$ cat config.mk
export PLATFORM = sky130hd
export DESIGN_NAME = warnsign_seq
export DESIGN_NICKNAME = d
export VERILOG_FILES = /design/src/rtl/warnsign_pkg.sv /design/src/rtl/warnsign_phase.sv /design/src/rtl/warnsign_lamps.sv /design/src/rtl/warnsign_seq.sv
export SDC_FILE = /design/constraint.sdc
export NUM_CORES = 1
export LEC_CHECK = 0
export ABC_AREA = 1
export BUFFER_PORTS_ARGS = -buffer_cell sky130_fd_sc_hd__buf_4
export CORE_AREA = 2 2 39 41
export DETAILED_ROUTE_END_ITERATION = 7
export DIE_AREA = 0 0 41 43
export HOLD_SLACK_MARGIN = 0.15
export SYNTH_ARGS = -nofsm -noshare
export SYNTH_HDL_FRONTEND = slang
export SYNTH_SLANG_ARGS = --single-unit
$ cat constraint.sdc
create_clock -name clk_i -period 1.8 [get_ports clk_i]
set_input_delay 0.09 -clock clk_i [delete_from_list [all_inputs] [get_ports clk_i]]
set_output_delay 0.09 -clock clk_i [all_outputs]
set_load 0.02 [all_outputs]
$ cat src/rtl/warnsign_pkg.sv
package warnsign_pkg;
  localparam int unsigned PHASE_W = 2;
  localparam int unsigned LAMP_GROUPS = 3;

  typedef enum logic [PHASE_W-1:0] {
    SIGN_DARK  = 2'b00,
    SIGN_FRONT = 2'b01,
    SIGN_MID   = 2'b10,
    SIGN_FULL  = 2'b11
  } sign_phase_t;

  typedef struct packed {
    logic front;
    logic mid;
    logic tip;
  } lamp_set_t;

  function automatic sign_phase_t phase_succ(sign_phase_t p);
    sign_phase_t n;
    unique case (p)
      SIGN_DARK:  n = SIGN_FRONT;
      SIGN_FRONT: n = SIGN_MID;
      SIGN_MID:   n = SIGN_FULL;
      default:    n = SIGN_DARK;
    endcase
    return n;
  endfunction
endpackage

$ cat src/rtl/warnsign_phase.sv
module warnsign_phase
  import warnsign_pkg::*;
(
  input  logic        clk_i,
  input  logic        rst_i,
  input  logic        switch_on_i,
  input  logic        step_en_i,
  output sign_phase_t phase_o
);
  sign_phase_t phase_q, phase_d;
  logic [PHASE_W-1:0] phase_bits;

  always_comb begin
    if (!switch_on_i)   phase_d = SIGN_DARK;
    else if (step_en_i) phase_d = phase_succ(phase_q);
    else                phase_d = phase_q;
  end

  always_ff @(posedge clk_i) begin
    if (rst_i) phase_q <= SIGN_DARK;
    else       phase_q <= phase_d;
  end

  assign phase_o    = phase_q;
  assign phase_bits = phase_q;

  // switch off clears to dark regardless of the strobe
  p_switch_off_dark_r4: assert property (@(posedge clk_i) disable iff (rst_i)
    !switch_on_i |=> phase_bits == 2'b00);

  // enabled step is a modulo-four increment
  p_advance_wrap_r2: assert property (@(posedge clk_i) disable iff (rst_i)
    (switch_on_i && step_en_i) |=> phase_bits == $past(phase_bits) + 2'd1);

  // no strobe, switch on, phase held
  p_hold_no_step_r5: assert property (@(posedge clk_i) disable iff (rst_i)
    (switch_on_i && !step_en_i) |=> $stable(phase_bits));
endmodule

$ cat src/rtl/warnsign_lamps.sv
module warnsign_lamps
  import warnsign_pkg::*;
(
  input  sign_phase_t phase_i,
  output lamp_set_t   lamps_o
);
  always_comb begin
    unique case (phase_i)
      SIGN_DARK:  lamps_o = '{front: 1'b0, mid: 1'b0, tip: 1'b0};
      SIGN_FRONT: lamps_o = '{front: 1'b1, mid: 1'b0, tip: 1'b0};
      SIGN_MID:   lamps_o = '{front: 1'b1, mid: 1'b1, tip: 1'b0};
      default:    lamps_o = '{front: 1'b1, mid: 1'b1, tip: 1'b1};
    endcase
  end
endmodule

$ cat src/rtl/warnsign_seq.sv
module warnsign_seq
  import warnsign_pkg::*;
(
  input  logic clk_i,
  input  logic rst_i,
  input  logic switch_on_i,
  input  logic step_en_i,
  output logic lamp_front_o,
  output logic lamp_mid_o,
  output logic lamp_tip_o
);
  sign_phase_t phase;
  lamp_set_t   lamps;

  warnsign_phase u_phase (
    .clk_i       (clk_i),
    .rst_i       (rst_i),
    .switch_on_i (switch_on_i),
    .step_en_i   (step_en_i),
    .phase_o     (phase)
  );

  warnsign_lamps u_lamps (
    .phase_i (phase),
    .lamps_o (lamps)
  );

  assign lamp_front_o = lamps.front;
  assign lamp_mid_o   = lamps.mid;
  assign lamp_tip_o   = lamps.tip;

  // lamp groups light cumulatively
  p_tip_needs_mid_r8: assert property (@(posedge clk_i) disable iff (rst_i)
    lamp_tip_o |-> lamp_mid_o);
  p_mid_needs_front_r8: assert property (@(posedge clk_i) disable iff (rst_i)
    lamp_mid_o |-> lamp_front_o);

  // dark phase shows no lamp, full phase shows every lamp
  p_dark_no_lamps_r3: assert property (@(posedge clk_i) disable iff (rst_i)
    (phase == SIGN_DARK) |-> !(lamp_front_o || lamp_mid_o || lamp_tip_o));
  p_full_all_lamps_r3: assert property (@(posedge clk_i) disable iff (rst_i)
    (phase == SIGN_FULL) |-> (lamp_front_o && lamp_mid_o && lamp_tip_o));
endmodule

==> run_results.csv <==
group,metric,value,unit
synth,netlist_instances,21,
layout,largest_reg_flops,2,
critical_path,worstPathMaxFanout,4,
timing,period_share,0.8625,
routing,vias,155,
timing,skew,2.823,ps
synth,yosys_warnings,0,
timing,fmax,644.1,MHz
cts,tritoncts,"done",
pwr,leakage,0.1496,nW
cts,cts_buffers,3,
synth,netlist_area,155.1,sq um
cts,clkSinkCount,2,
routing,drc,0,
pwr,powerDensity,655.3,mW/mm^2
critical_path,r2r_start,"u_phase.phase_o[0]$_SDFFE_PP0P_",
cts,cts_setup_buffers,0,
min_path,holdCritPathClass,"input pin to flop",
pwr,p_sw,0.04098,mW
timing,tns,0,ps
timing,period_needed,1553,ps
layout,nFillCells,155,
timing,drv_slew,0,
cts,clk_pin_slew,30,ps
placement,place_inst,43,
floorplan,die-area,0.001763,sq mm
critical_path,worstPathArrival,1660,ps
pwr,p_int,0.1378,mW
global_route,grt_use_total,0.05723,
synth,ys_types,9,
routing,wl_per_cell,6.184,um
placement,port_buffers,6,
global_route,grt_max_degree,5,
synth,yosysSeqAreaShare,0.2581,
pwr,pwr-share-seq,0.270,
cts,clock_latency,220,ps
pwr,finalPower,0.1787,mW
critical_path,reg2reg_slack,250,ps
cts,cts_resized,0,
routing,avgViaCountPerCell,3.163,
timing,slew_headroom,0.8834,
min_path,min-delay-start,"switch_on_i",
pwr,worst_ir_drop_vdd,0.1277,mV
status,status,"finished clean",
layout,finalNonFillerCells,49,
floorplan,die_width,41,um
routing,postRouteAntennaNets,0,
global_route,grt_pass1_vias,153,
floorplan,rows,14,
critical_path,r2r_cells,5,
cts,root_buffer,"clkbuf_4",
floorplan,start_util,0.1121,
floorplan,core_area,0.001384,sq mm
layout,nets,43,
placement,gp_congestion,0.6355,
cts,htreeDepth,1,
floorplan,ios,7,
min_path,whs_path_depth,5,
synth,syn-num-nets,29,
layout,area_delta_synth_final,75.81,%
timing,rsz0062_at_grt,"no",
min_path,hold_end,"u_phase.phase_o[1]$_SDFFE_PP0P_",
synth,syn_area_per_cell,7.388,sq um
critical_path,required,1910,ps
layout,antenna_cells,0,
routing,wl,303,um
placement,post-dp-hpwl,221.3,um
critical_path,startpoint_type,"flop",
layout,final_cell_mix,"6 x inv_1, 6 x buf_4, 4 x ha_1, 3 x clkbuf_4, 3 x dlygate4sd3_1",
global_route,antenna_found_initial,0,
routing,drt_pre_antenna_iters,2,
global_route,grt_pass1_wl,565,um
critical_path,setup.worst_path.end_class,"flop",
cts,hold_buffers,3,
timing,tightest_slew,173.0,ps
floorplan,die_h,43,um
pwr,p_clk_frac,0.549,
layout,drive_gt1_frac,0.3333,
critical_path,reg2reg_to,"u_phase.phase_o[0]$_SDFFE_PP0P_",
run,max-cap-violations,0,
pwr,swShare,0.2293,
pwr,combPwrFrac,0.181,
cts,clockBufferDepth,2,
timing,finalHoldViolations,0,
routing,drtIter0Drc,1,
timing,hold_ws,214.1,ps
synth,synth-seq-cells,2,
timing,setup_viol,0,
global_route,grt-ovfl-total,0,
critical_path,crit_type,"flop to flop",
-- power groups by stage --
stage                     Clock, mW  Sequential [mW]  Combinational [mW]
final                        0.0981           0.0483              0.0323
after floorplan                   0           0.0485              0.0155
after CTS                     0.106           0.0483              0.0327
after global routing          0.108           0.0487              0.0364
after detailed placement          0           0.0489              0.0277
after global placement            0           0.0489              0.0271
-- cells in the mapped netlist, drive strengths merged --
master	instances	area [sq um]
nand2	2	7.510
dfxtp	2	40.04
inv	6	22.52
or2	1	6.260
a21oi	1	5.000
ha	4	50.05
o21ai	2	10.01
nor2	3	13.77
-- area by class of cell --
| cell class | count | area, sq um | area share |
|---|---|---|---|
| flip-flops and latches | 2 | 40.04 | 0.1468 |
| clock buffers | 3 | 22.52 | 0.08257 |
| well taps | 16 | 20.02 | 0.07339 |
| multi-input cells | 13 | 92.59 | 0.3394 |
| inverters | 6 | 22.52 | 0.08257 |
| repair buffers | 9 | 75.07 | 0.2752 |
-- logic make-up after synthesis --
logic type	synth area share
buf+inv	0.1452
fa+ha+maj	0.3226
flops	0.2581
compound gates	0.09675
simple gates	0.1775
-- through the flow --
stage | util | instance area [sq um] | worst slack (ps)
after floorplan | - | 155.1 | 767.6
after global placement | 0.1591 | 220.2 | 670.4
after detailed placement | 0.1591 | 220.2 | 656.0
after CTS | 0.1971 | 272.8 | 242.6
after global routing | 0.1971 | 272.8 | 180.3
final | 0.1971 | 272.8 | 247.5
-- routing by layer --
| layer | part of all wire | track usage | wire (um) | up-vias |
|---|---|---|---|---|
| met5 | 0 | 0 | 0 | - |
| met4 | 0 | 0.1000 | 0 | 0 |
| met3 | 0.033 | 0.03141 | 10 | 0 |
| met2 | 0.57 | 0.06563 | 172 | 3 |
| met1 | 0.39 | 0.04823 | 119 | 67 |
| li1 | - | - | - | 85 |
-- worst max-delay path by stage --
| stage | start | end | slack, ps | depth (start not counted) |
|---|---|---|---|---|
| floorplan | u_phase.phase_o[1]$_SDFFE_PP0P_ | lamp_mid_o | 770 | 2 |
| global placement | u_phase.phase_o[0]$_SDFFE_PP0P_ | lamp_mid_o | 670 | 4 |
| detailed placement | u_phase.phase_o[0]$_SDFFE_PP0P_ | lamp_mid_o | 660 | 4 |
| CTS | u_phase.phase_o[0]$_SDFFE_PP0P_ | u_phase.phase_o[0]$_SDFFE_PP0P_ | 240 | 5 |
| global route | u_phase.phase_o[1]$_SDFFE_PP0P_ | u_phase.phase_o[0]$_SDFFE_PP0P_ | 180 | 5 |
| finish | u_phase.phase_o[0]$_SDFFE_PP0P_ | u_phase.phase_o[0]$_SDFFE_PP0P_ | 250 | 5 |
-- worst max-delay path, cell delays in order (launching register included) --
cell and delay, ps:
dfxtp_1 320, inv_1 80, ha_1 210, o21ai_0 190
a21oi_1 90, dlygate4sd3_1 550
(Power assumes the default switching activity.)
